$ cat config.mk
export PLATFORM = sky130hd
export DESIGN_NAME = urg_dma_arbiter
export DESIGN_NICKNAME = d
export VERILOG_FILES = /design/src/rtl/urg_arb_pkg.sv /design/src/rtl/urg_hyst_flag.sv /design/src/rtl/urg_rr_pick.sv /design/src/rtl/urg_dma_arbiter.sv
export SDC_FILE = /design/constraint.sdc
export NUM_CORES = 1
export LEC_CHECK = 0
export ABC_AREA = 1
export BUFFER_PORTS_ARGS = -buffer_cell sky130_fd_sc_hd__buf_2
export CORE_MARGIN = 8
export CORE_UTILIZATION = 52
export CTS_BUF_LIST = sky130_fd_sc_hd__clkbuf_8 sky130_fd_sc_hd__clkbuf_16
export DETAILED_ROUTE_END_ITERATION = 10
export PLACE_DENSITY = 0.87
export SKIP_LAST_GASP = 1
export SLEW_MARGIN = 20
export SYNTH_ARGS = -nofsm -noshare
export SYNTH_HDL_FRONTEND = slang
export SYNTH_HIERARCHICAL = 1
export SYNTH_SLANG_ARGS = --single-unit
$ cat constraint.sdc
create_clock -name clk -period 6.5 [get_ports clk]
set_clock_uncertainty 0.05 [all_clocks]
set_input_delay 1.625 -clock clk [delete_from_list [all_inputs] [get_ports clk]]
set_output_delay 1.625 -clock clk [all_outputs]
set_load 0.02 [all_outputs]
$ cat src/rtl/urg_arb_pkg.sv
package urg_arb_pkg;

    localparam int unsigned PIPE_COUNT = 5;

    typedef enum logic [1:0] {
        MODE_OFF  = 2'd0,
        MODE_RSV1 = 2'd1,
        MODE_ON   = 2'd2,
        MODE_RSV3 = 2'd3
    } urg_mode_e;

endpackage

$ cat src/rtl/urg_hyst_flag.sv
module urg_hyst_flag #(
    parameter int unsigned FILL_W = 8
) (
    input  logic              clk,
    input  logic              rst_n,
    input  logic              prio_i,
    input  logic [FILL_W-1:0] fill_i,
    input  logic [FILL_W-1:0] thr_lo_i,
    input  logic [FILL_W-1:0] thr_hi_i,
    output logic              flag_o
);

    logic flag_d, flag_q;
    logic at_low, at_high;

    always_comb begin
        at_low  = (fill_i <= thr_lo_i);
        at_high = (fill_i >= thr_hi_i);
        flag_d  = flag_q;
        if (!prio_i) begin
            flag_d = 1'b0;
        end else if (at_low) begin
            flag_d = 1'b1;
        end else if (at_high) begin
            flag_d = 1'b0;
        end
    end

    always_ff @(posedge clk or negedge rst_n) begin
        if (!rst_n) begin
            flag_q <= 1'b0;
        end else begin
            flag_q <= flag_d;
        end
    end

    assign flag_o = flag_q;

    assert_flag_set_R2: assert property (@(posedge clk) disable iff (!rst_n)
        (prio_i && (fill_i <= thr_lo_i)) |=> flag_o);

    assert_flag_clear_R3: assert property (@(posedge clk) disable iff (!rst_n)
        (prio_i && (fill_i >= thr_hi_i) && (fill_i > thr_lo_i)) |=> !flag_o);

    assert_flag_hold_R3: assert property (@(posedge clk) disable iff (!rst_n)
        (prio_i && (fill_i > thr_lo_i) && (fill_i < thr_hi_i)) |=> $stable(flag_o));

    assert_flag_normal_low_R4: assert property (@(posedge clk) disable iff (!rst_n)
        !prio_i |=> !flag_o);

endmodule

$ cat src/rtl/urg_rr_pick.sv
module urg_rr_pick #(
    parameter int unsigned N     = 5,
    parameter int unsigned PTR_W = (N > 1) ? $clog2(N) : 1
) (
    input  logic [N-1:0]     cand_i,
    input  logic [PTR_W-1:0] ptr_i,
    output logic [N-1:0]     gnt_o,
    output logic [PTR_W-1:0] next_ptr_o,
    output logic             any_o
);

    always_comb begin
        gnt_o      = '0;
        next_ptr_o = ptr_i;
        any_o      = 1'b0;
        for (int k = 0; k < int'(N); k++) begin
            int pos;
            pos = int'(ptr_i) + k;
            if (pos >= int'(N)) begin
                pos = pos - int'(N);
            end
            if (!any_o && cand_i[pos]) begin
                any_o      = 1'b1;
                gnt_o[pos] = 1'b1;
                if (pos == int'(N) - 1) begin
                    next_ptr_o = '0;
                end else begin
                    next_ptr_o = PTR_W'(pos + 1);
                end
            end
        end
    end

endmodule

$ cat src/rtl/urg_dma_arbiter.sv
module urg_dma_arbiter
    import urg_arb_pkg::*;
#(
    parameter int unsigned NUM_PIPE = PIPE_COUNT,
    parameter int unsigned FILL_W   = 8
) (
    input  logic                       clk,
    input  logic                       rst_n,
    input  logic [1:0]                 mode_i,
    input  logic [NUM_PIPE-1:0]        req_i,
    input  logic [NUM_PIPE-1:0]        prio_i,
    input  logic [NUM_PIPE*FILL_W-1:0] fill_i,
    input  logic [NUM_PIPE*FILL_W-1:0] thr_lo_i,
    input  logic [NUM_PIPE*FILL_W-1:0] thr_hi_i,
    output logic [NUM_PIPE-1:0]        gnt_o,
    output logic                       urg_o
);

    localparam int unsigned PTR_W = (NUM_PIPE > 1) ? $clog2(NUM_PIPE) : 1;

    typedef struct packed {
        logic [NUM_PIPE-1:0] gnt;
        logic [PTR_W-1:0]    ptr;
    } arb_state_t;

    arb_state_t          st_d, st_q;
    logic [NUM_PIPE-1:0] flag_vec;
    logic [NUM_PIPE-1:0] hi_req, urg_req, cand;
    logic [NUM_PIPE-1:0] pick_gnt;
    logic [PTR_W-1:0]    pick_ptr;
    logic                pick_any;
    logic                mech_on;

    for (genvar g = 0; g < int'(NUM_PIPE); g++) begin : g_pipe
        urg_hyst_flag #(.FILL_W(FILL_W)) u_flag (
            .clk      (clk),
            .rst_n    (rst_n),
            .prio_i   (prio_i[g]),
            .fill_i   (fill_i[g*FILL_W +: FILL_W]),
            .thr_lo_i (thr_lo_i[g*FILL_W +: FILL_W]),
            .thr_hi_i (thr_hi_i[g*FILL_W +: FILL_W]),
            .flag_o   (flag_vec[g])
        );
    end

    always_comb begin
        mech_on = (urg_mode_e'(mode_i) == MODE_ON);
        hi_req  = req_i & prio_i;
        urg_req = hi_req & flag_vec;
        if (mech_on && (urg_req != '0)) begin
            cand = urg_req;
        end else if (hi_req != '0) begin
            cand = hi_req;
        end else begin
            cand = req_i;
        end
    end

    urg_rr_pick #(.N(NUM_PIPE), .PTR_W(PTR_W)) u_pick (
        .cand_i     (cand),
        .ptr_i      (st_q.ptr),
        .gnt_o      (pick_gnt),
        .next_ptr_o (pick_ptr),
        .any_o      (pick_any)
    );

    always_comb begin
        st_d     = st_q;
        st_d.gnt = pick_gnt;
        if (pick_any) begin
            st_d.ptr = pick_ptr;
        end
    end

    always_ff @(posedge clk or negedge rst_n) begin
        if (!rst_n) begin
            st_q <= '0;
        end else begin
            st_q <= st_d;
        end
    end

    assign gnt_o = st_q.gnt;
    assign urg_o = mech_on & (|flag_vec);

    assert_gnt_onehot_R10: assert property (@(posedge clk) disable iff (!rst_n)
        $onehot0(gnt_o));

    assert_gnt_from_req_R10: assert property (@(posedge clk) disable iff (!rst_n)
        req_i != '0 |=> (gnt_o != '0) && ((gnt_o & ~$past(req_i)) == '0));

    assert_ptr_idle_R9: assert property (@(posedge clk) disable iff (!rst_n)
        (cand == '0) |=> $stable(st_q.ptr));

    assert_hi_first_R7: assert property (@(posedge clk) disable iff (!rst_n)
        (hi_req != '0) |=> ((gnt_o & $past(hi_req)) != '0));

    assert_urgent_first_R8: assert property (@(posedge clk) disable iff (!rst_n)
        (mech_on && (urg_req != '0)) |=> ((gnt_o & $past(urg_req)) != '0));

    assert_urg_off_R6: assert property (@(posedge clk) disable iff (!rst_n)
        !mech_on |-> !urg_o);

endmodule

# Yosys cells after proc, flatten, opt, wreduce, memory -nomap -nowiden
# Index checks and enable logic that the tools add are counted.
[totals]
input_bits = 134
ff_bits = 13
out_inout_bits = 6
elab_cells = 150
[classes]
mux = 67
n_reduce_logical = 19
bitwise_logic = 7
order_cmp = 25
n_addsub = 14
eq_ne = 11
[ops]
columns = ["op", "count"]
rows = [
  ["== test 32 x 4 -> 1 bit, second input constant", 5],
  [">= comparator 32 x 1 -> 1 bit, second input constant", 5],
  ["less-than comparator 32 x 5 -> 1 bit, second input constant", 5],
  ["two-way mux 32 bit", 5],
  [">= comparator 32 x 4 -> 1 bit, second input constant", 4],
  ["subtractor 32 x 4 -> 32 bit, second input constant", 4],
  [">= comparator 8 bit", 5],
  ["<= comparator 8 bit", 5],
  ["two-way mux 1 bit", 35],
  ["two-way mux 5 bit", 7],
  ["two-way mux 3 bit", 10],
  ["bitwise OR 5 bit", 4],
  ["adder 3 x 2 -> 3 bit, second input constant", 5],
  ["binary-select mux 1 bit (select 3 bit)", 5],
  ["demux 1 bit (select 3 bit)", 5],
  ["inequality test 3 x 1 -> 1 bit, second input constant", 5],
  ["nonzero test 5 bit", 3],
  ["bitwise AND 5 bit", 2],
  ["logical AND 1 bit", 10],
  ["adder 3 x 2 -> 4 bit, second input constant", 2],
  ["OR reduction 5 bit", 1],
  ["adder 3 x 1 -> 4 bit, second input constant", 1],
  ["adder 3 x 3 -> 4 bit, second input constant", 1],
  ["logical NOT 1 bit", 4],
  ["5 further kinds", 5],
]

# Longest topological paths before layout
# Gate-level depths: netlist of the first run.
[logic_depth]
ltp_word = 22
mapped_depth = 24

# By module
# Netlist of the first run, hierarchy kept.
[by_module_without_submodules]
columns = ["mod", "instances", "area_per_inst_um2", "cells_per_inst", "seq_area_each_um2"]
rows = [
  ["urg_hyst_flag", 5, 459.2, 74, 25.0],
  ["urg_rr_pick", 1, 1945.6, 322, 0.0],
  ["urg_dma_arbiter", 1, 568.0, 77, 200.2],
]

# Worst setup path before layout of the first run
# OpenSTA, ideal clock, no wires.
[synth_path]
path_kind = "input port to output port"
from = "in mode_i[1]"
to = "out urg_o"
n_path_buf = 0
arrival_time_ns = 1.994
path_stages = 4
slack_ns = 2.831
path_cell_list = "inv_1 > nor2_4 > nand2_1 > inv_1"
[synth_via]
elab_chain_len = 2
[synth_lines]
columns = ["element", "line_no", "text"]
rows = [
  ["from (decl)", "urg_dma_arbiter.sv:9", "input logic [1:0] mode_i,"],
  ["== test 2 bit", "urg_dma_arbiter.sv:47", "mech_on = (urg_mode_e'(mode_i) == MODE_ON);"],
  ["bitwise AND 1 bit", "urg_dma_arbiter.sv:84", "assign urg_o = mech_on & (|flag_vec);"],
  ["to (decl)", "urg_dma_arbiter.sv:16", "output logic urg_o"],
]
# Every way passes these cells.

# Final worst setup path of the first run
[layout_path]
from = "in mode_i[0]"
to = "out urg_o"
# Same word-level chain as after synthesis.

==> flow_summary_export.csv, run 1 <==
group,metric,value,unit
status,outcome,"completed",
synth,avgSynthCellArea,6.25,µm²
timing,post-route-period-util,60.2,%
die,boundaryPins,140,
clock_network,postCtsSetupBuffers,0,
global_routing,grt_pass1_wl,21.7,mm
die,die_area,12600,µm²
routing,drt-total-wl,12.4,mm
clock_network,ctsResizeCount,0,
clock_network,cts_max_level,1,
placement,place_hpwl,11.1,mm
synth,yosysUniqueCellTypes,40,
power,power_leakage,3.52,nW
critical_path,start_kind,"primary input",
synth,synth-edff-count,0,
timing,relSlewSlack,50.3,%
synth,syn_inst,769,
cells_and_area,areaGrowthSynthToFinish,16.8,%
placement,dp_cells,1011,
power,worst_ir_drop_vdd,0.000288,V
synth,yosysSeqAreaShare,6.76,%
clock_network,cts-buffers-inserted,3,
routing,drtAntennaViolNets,0,
synth,synthFlopType,"dfrtp_1",
timing,fmax,256,MHz
global_routing,grt_overflow,0,
timing,hold_violations,0,
timing,report.final.slew_viol_count,0,
clock_network,root_buffer,"clkbuf_8",
critical_path,cp-end-kind,"output pin",
timing,period_minus_slack,3.91,ns
global_routing,gr-usage-all-layers,20.0,%
cells_and_area,fillCellCount,855,
hold_path,hold_path_class,"flip-flop to flip-flop",
clock_network,clk_pin_slew,0.07,ns
die,fp-row-count,35,
routing,via_count,5135,
global_routing,grt_start_max_net_pins,15,
cells_and_area,diodes,0,
clock_network,clk_latency,0.26,ns
routing,first_iter_violations,252,
synth,yosysWarnings,6,
cells_and_area,nets,1139,
synth,ys_ff_latch,13,
cells_and_area,instances_no_fill,1015,
timing,rsz0062_at_grt,"false",
global_routing,grt_pass1_vias,5018,
timing,fin_setup_tns,0,ns
routing,drtPass1Iterations,5,
routing,drc,0,
clock_network,cts_hold_buf,0,
power,power.density,521,nW/µm²
routing,vias_per_cell,5.06,
die,die_x,112,µm
critical_path,critPathArrivalTime,2.24,ns
synth,async_reset_ff_share,100,%
die,die_h,112,µm
cells_and_area,final_common_cell,"nand2_1",
timing,worst_slew_pin_slew,0.745,ns
clock_network,cts_tree,"done",
die,coreArea,9110,µm²
cells_and_area,mostFrequentLayoutCells,"nand2_1, inv_1, buf_2, ha_1, nor2_1",
clock_network,clkSinkCount,13,
routing,wl_per_cell,12.2,µm
die,start_util,52.8,%
placement,io_buffers,139,
flow_run,cap_violations,0,
placement,gp_congestion,1.07,
critical_path,cp_max_fo,6,
cells_and_area,layout-drive-gt1-share,26.3,%
critical_path,required,4.83,ns
global_routing,antenna_found_initial,0,
critical_path,crit_type,"primary input to output pin",
synth,synth_nets,1003,
clock_network,clockBufferDepth,2,
synth,netlist_area,4810,µm²
timing,finalSetupViolCount,0,
[metal layers]
| metal | global-route usage, % | share of wire, % |
|---|---|---|
| met1 | 23.8 | 43 |
| met2 | 35.8 | 47 |
| met3 | 4.19 | 7.4 |
| met4 | 4.95 | 1.8 |
| met5 | 0 | 0 |
[power by group]
part | total, mW | switching [mW] | leakage, nW | internal, mW
Sequential | 0.163 | 0.0513 | 0.167 | 0.111
Clock | 0.0772 | 0.0352 | 0.0269 | 0.0420
Combinational | 2.69 | 1.76 | 3.32 | 0.927
Total | 2.93 | 1.85 | 3.52 | 1.08
[critical path, stage by stage]
cell and delay [ns]:
buf_2 0.11, nor2_4 0.18, nand2_1 0.07, inv_1 0.07, buf_2 0.16
[worst paths after layout]
kind / from / to / slack [ns] / depth (start not counted)
max: mode_i[0] / urg_o / 2.59 / 5
min reg2reg: g_pipe[4].u_flag/flag_o / g_pipe[4].u_flag/flag_o / 0.64 / 4
min in group asynchronous: rst_n / gnt_o[2] / 1.20 / 1
max in group asynchronous: rst_n / st_q[1] / 4.94 / 1
max reg2reg: st_q[0] / st_q[0] / 2.74 / 18
min: g_pipe[4].u_flag/flag_o / g_pipe[4].u_flag/flag_o / 0.64 / 4
[state kept, by name, summed over array words and instances, names as in the netlist]
name	count
st_q	3
gnt_o	5
g_pipe.u_flag/flag_o	5
[cells in the mapped netlist, types with 8 or more instances]
library cell  instances  area (µm²)
a21oi_1              37         185
dfrtp_1              13         325
ha_1                 99        1240
inv_1               157         589
inv_2                14        52.6
nand2_1             200         751
nand2_2              18         113
nand3_1              46         230
nand4_1               9        56.3
nor2_1               59         221
nor2_2               10        62.6
o21ai_0              10        50.1
o21ai_1               9        45.0
o21ai_2               8        70.1
[final cells by class]
type                            count  area [µm²]  share of cell area, %
Timing Repair Buffer              139         696                   12.4
Clock inverter                      1        3.75                 0.0668
Clock buffer                        3        41.3                  0.735
Tap cell                          111         139                   2.47
Inverter                          176         668                   11.9
Sequential cell                    13         325                   5.79
Multi-Input combinational cell    572        3740                   66.7
[cell families after synthesis]
group / synth area share [%]
adder cells (fa/ha/maj): 26.2
buffers and inverters: 15.4
AND/OR/NAND/NOR: 38.0
flip-flops: 6.76
XOR/XNOR: 1.25
AO/OA/AOI/OAI: 11.7
multiplexers: 0.702
[stage by stage]
stage          util [%]  hold slack (ns)  instance area (µm²)  setup WS (ns)  power, mW
2_1_floorplan         -            0.549                 4810           2.83       2.32
3_3_place_gp       61.2            0.625                 5570           2.49       2.75
3_5_place_dp       61.2            0.626                 5570           2.41       2.79
4_1_cts            61.7            0.639                 5620           2.58       2.88
5_1_grt            61.7            0.689                 5620           2.42       3.25
6_report           61.7            0.643                 5620           2.59       2.93
(Power assumes the default switching activity.)
==> run 2: changes to the inputs <==
--- a/config.mk
+++ b/config.mk
@@ -5,13 +5,13 @@
 export SDC_FILE = /design/constraint.sdc
 export NUM_CORES = 1
 export LEC_CHECK = 0
-export ABC_AREA = 1
+export ABC_AREA = 0
 export BUFFER_PORTS_ARGS = -buffer_cell sky130_fd_sc_hd__buf_2
 export CORE_MARGIN = 8
-export CORE_UTILIZATION = 52
+export CORE_UTILIZATION = 48
 export CTS_BUF_LIST = sky130_fd_sc_hd__clkbuf_8 sky130_fd_sc_hd__clkbuf_16
 export DETAILED_ROUTE_END_ITERATION = 10
-export PLACE_DENSITY = 0.87
+export PLACE_DENSITY = 0.86
 export SKIP_LAST_GASP = 1
 export SLEW_MARGIN = 20
 export SYNTH_ARGS = -nofsm -noshare
==> constraint.sdc (replaced) <==
create_clock -name clk -period 3.32 [get_ports clk]
set_clock_uncertainty 0.05 [all_clocks]
set_input_delay 0.83 -clock clk [delete_from_list [all_inputs] [get_ports clk]]
set_output_delay 0.83 -clock clk [all_outputs]
set_load 0.02 [all_outputs]
==> flow_summary_export.csv, run 2 <==
group,metric,value,unit
timing,post-route-period-util,101,%
critical_path,required,3.40,ns
critical_path,cp_max_fo,4,
hold_path,hold_path_class,"primary input to asynchronous set/reset pin",
clock_network,cts-buffers-inserted,3,
timing,finalSetupViolCount,4,
routing,drt-total-wl,15.7,mm
synth,yosysSeqAreaShare,7.48,%
critical_path,cpPeakStageDelay,0.26,ns
critical_path,timing.rr.start,"st_q[1]",
die,die_x,111,µm
power,power.density,1090,nW/µm²
placement,io_buffers,139,
critical_path,crit_path_frequent_cell,"buf_4",
clock_network,cts_hold_buf,0,
routing,drc,0,
critical_path,critPathArrivalTime,3.45,ns
status,failed_checks,"setup timing",
die,die_area,12400,µm²
synth,netlist_area,4350,µm²
synth,yosys.area.top_type,"ha_1",
clock_network,clockBufferDepth,2,
synth,async_reset_ff_share,100,%
timing,report.final.slew_viol_count,0,
cells_and_area,nets,997,
flow_run,cap_violations,0,
routing,vias_per_cell,5.87,
critical_path,crit_type,"primary input to flip-flop",
global_routing,antenna_found_initial,0,
timing,period_minus_slack,3.37,ns
synth,syn_inst,553,
routing,drtPass1Iterations,5,
routing,via_count,5108,
critical_path,cpMaxStageDelayCell,"mux2_4",
timing,worst_slack,-0.0452,ns
placement,post_dp_cell_area,5650,µm²
critical_path,crit_chain,"buf_2 > a22oi_2 > and3_4 > o21ai_1 > a31oi_2 > buf_4 > buf_4 > mux2i_2 > buf_4 > buf_4 > buf_4 > buf_4 > o22ai_2 > a21oi_2 > o32ai_4 > a211oi_2 > o21ai_1 > a22oi_1 > mux2_4",
clock_network,cts_tree,"done",
die,die_h,111,µm
timing,fin_setup_tns,-0.144,ns
synth,synth_area_leaders,"ha_1, dfrtp_1, inv_1",
synth,yosysWarnings,6,
die,fp-row-count,34,
routing,wl_per_cell,18.0,µm
placement,dp_slack,-0.335,ns
power,power.total,6.60,mW
synth,synth_top_area_share,28.5,%
clock_network,clk_latency,0.26,ns
status,outcome,"finished with violations",
synth,ys_ff_latch,13,
global_routing,gr-usage-all-layers,24.0,%
clock_network,clkSinkCount,13,
routing,first_iter_violations,234,
global_routing,grt_start_max_net_pins,29,
cells_and_area,fin_area,6050,µm²
critical_path,path_buf_inv,7,
timing,worst_slew_pin_slew,0.991,ns
synth,avgSynthCellArea,7.86,µm²
routing,drtAntennaViolNets,0,
critical_path,ff2ff_setup_slack,0.01,ns
cells_and_area,final_common_cell,"buf_2",
clock_network,clk_pin_slew,0.07,ns
critical_path,reg2reg_depth,15,
timing,fmax,297,MHz
clock_network,cts_max_level,1,
critical_path,start_kind,"primary input",
synth,synth_nets,787,
die,boundaryPins,140,
die,coreArea,8760,µm²
cells_and_area,layout-drive-gt1-share,38.5,%
cells_and_area,diodes,0,
synth,synth-edff-count,0,
timing,relSlewSlack,33.1,%
global_routing,grt_pass1_vias,5414,
synth,yosysUniqueCellTypes,81,
synth,post-synth-top-count-cell,"ha_1",
cells_and_area,mostFrequentLayoutCells,"buf_2, ha_1, inv_1, buf_4, a21oi_1",
cells_and_area,fillCellCount,687,
cells_and_area,post-route-util,69.0,%
synth,synthFlopType,"dfrtp_1",
timing,rsz0062_at_grt,"true",
cells_and_area,areaGrowthSynthToFinish,39.0,%
critical_path,rr_endpoint,"st_q[2]",
timing,hold_violations,0,
power,worst_ir_drop_vdd,0.000589,V
die,start_util,49.6,%
critical_path,cp_top_family,"compound AO/OA/AOI/OAI gates",
synth,synth_commonest_cells,"ha_1, inv_1, a21oi_1",
global_routing,grt_pass1_wl,25.2,mm
placement,place_hpwl,13.3,mm
placement,gp_congestion,0.929,
critical_path,cp-end-kind,"flip-flop",
power,power_leakage,3.23,nW
clock_network,root_buffer,"clkbuf_8",
global_routing,grt_overflow,0,
[run 2: cell count changes after synthesis, sizes merged, moves of 9 or more]
cell,previous run,this run
nand2,222,35
inv,173,89
nor2,75,33
nand3,56,18
mux2i,0,14
o21ai,27,13
nor2b,0,11
nand2b,0,10
a211oi,0,9
[run 2: timing repair]
| item | 4_1_cts | 5_1_grt |
|---|---|---|
| setup endpoints to repair | 6 | 8 |
| resized for setup | 26 | 21 |
| gates cloned | 1 | 0 |
| pin swaps | 15 | 20 |
| buffers inserted | 17 | 1 |
[run 2: metal layers]
| metal | vias to the layer above | GRT usage [%] | wire [µm] |
|---|---|---|---|
| li1 | 2451 | - | - |
| met1 | 2390 | 25.5 | 6040 |
| met2 | 217 | 44.0 | 7970 |
| met3 | 50 | 5.84 | 1090 |
| met4 | 0 | 9.96 | 559 |
| met5 | - | 0 | 0 |
[run 2: how the worst max path moves through the flow]
stage                     slack [ns]       from        to  cells past startpoint
final                          -0.05   req_i[0]   st_q[2]                     19
after global routing           -0.13  mode_i[1]  gnt_o[0]                     13
after detailed placement       -0.33   req_i[2]  gnt_o[0]                     13
after global placement         -0.28   req_i[1]  gnt_o[0]                     12
after CTS                      -0.02  prio_i[1]   st_q[0]                     14
after floorplan                -0.04   req_i[1]   st_q[0]                     13
[run 2: cell type report]
type | instances | area (µm²) | area share, %
Multi-Input combinational cell | 432 | 3780 | 62.6
Timing Repair Buffer | 223 | 1420 | 23.4
Inverter | 90 | 340 | 5.63
Sequential cell | 13 | 327 | 5.40
Tap cell | 108 | 135 | 2.23
Clock buffer | 3 | 41.3 | 0.683
Clock inverter | 1 | 3.75 | 0.0621
[run 2: report_power, final]
part / leakage, nW / internal (mW) / switching (mW)
clock: 0.0269 / 0.0821 / 0.0701
sequential: 0.165 / 0.219 / 0.0374
combinational: 3.04 / 2.90 / 3.29
[run 2: cell families after synthesis]
logic type | share of synthesized area [%]
flops | 7.48
mux | 4.89
simple gates | 18.4
xor+xnor | 2.19
compound gates | 27.8
buf+inv | 10.3
fa+ha+maj | 28.9
[run 2: stage by stage]
stage | hold WS [ns] | std cells
2_1_floorplan | 0.484 | 553
3_3_place_gp | 0.643 | 848
3_5_place_dp | 0.656 | 848
4_1_cts | 0.425 | 870
5_1_grt | 0.431 | 870
6_report | 0.425 | 870
[run 2: worst register-to-register path: stages (launching register included)]
cell and delay (ns):
dfrtp_1 0.40, inv_2 0.12, ha_2 0.19, inv_1 0.06, ha_1 0.22, a21oi_4 0.24, xnor2_4 0.18, mux2i_2 0.29
nor2_2 0.09, a211o_4 0.38, buf_4 0.16, o32ai_4 0.28, a211oi_2 0.08, o21ai_1 0.09, a22oi_1 0.10, mux2_4 0.26
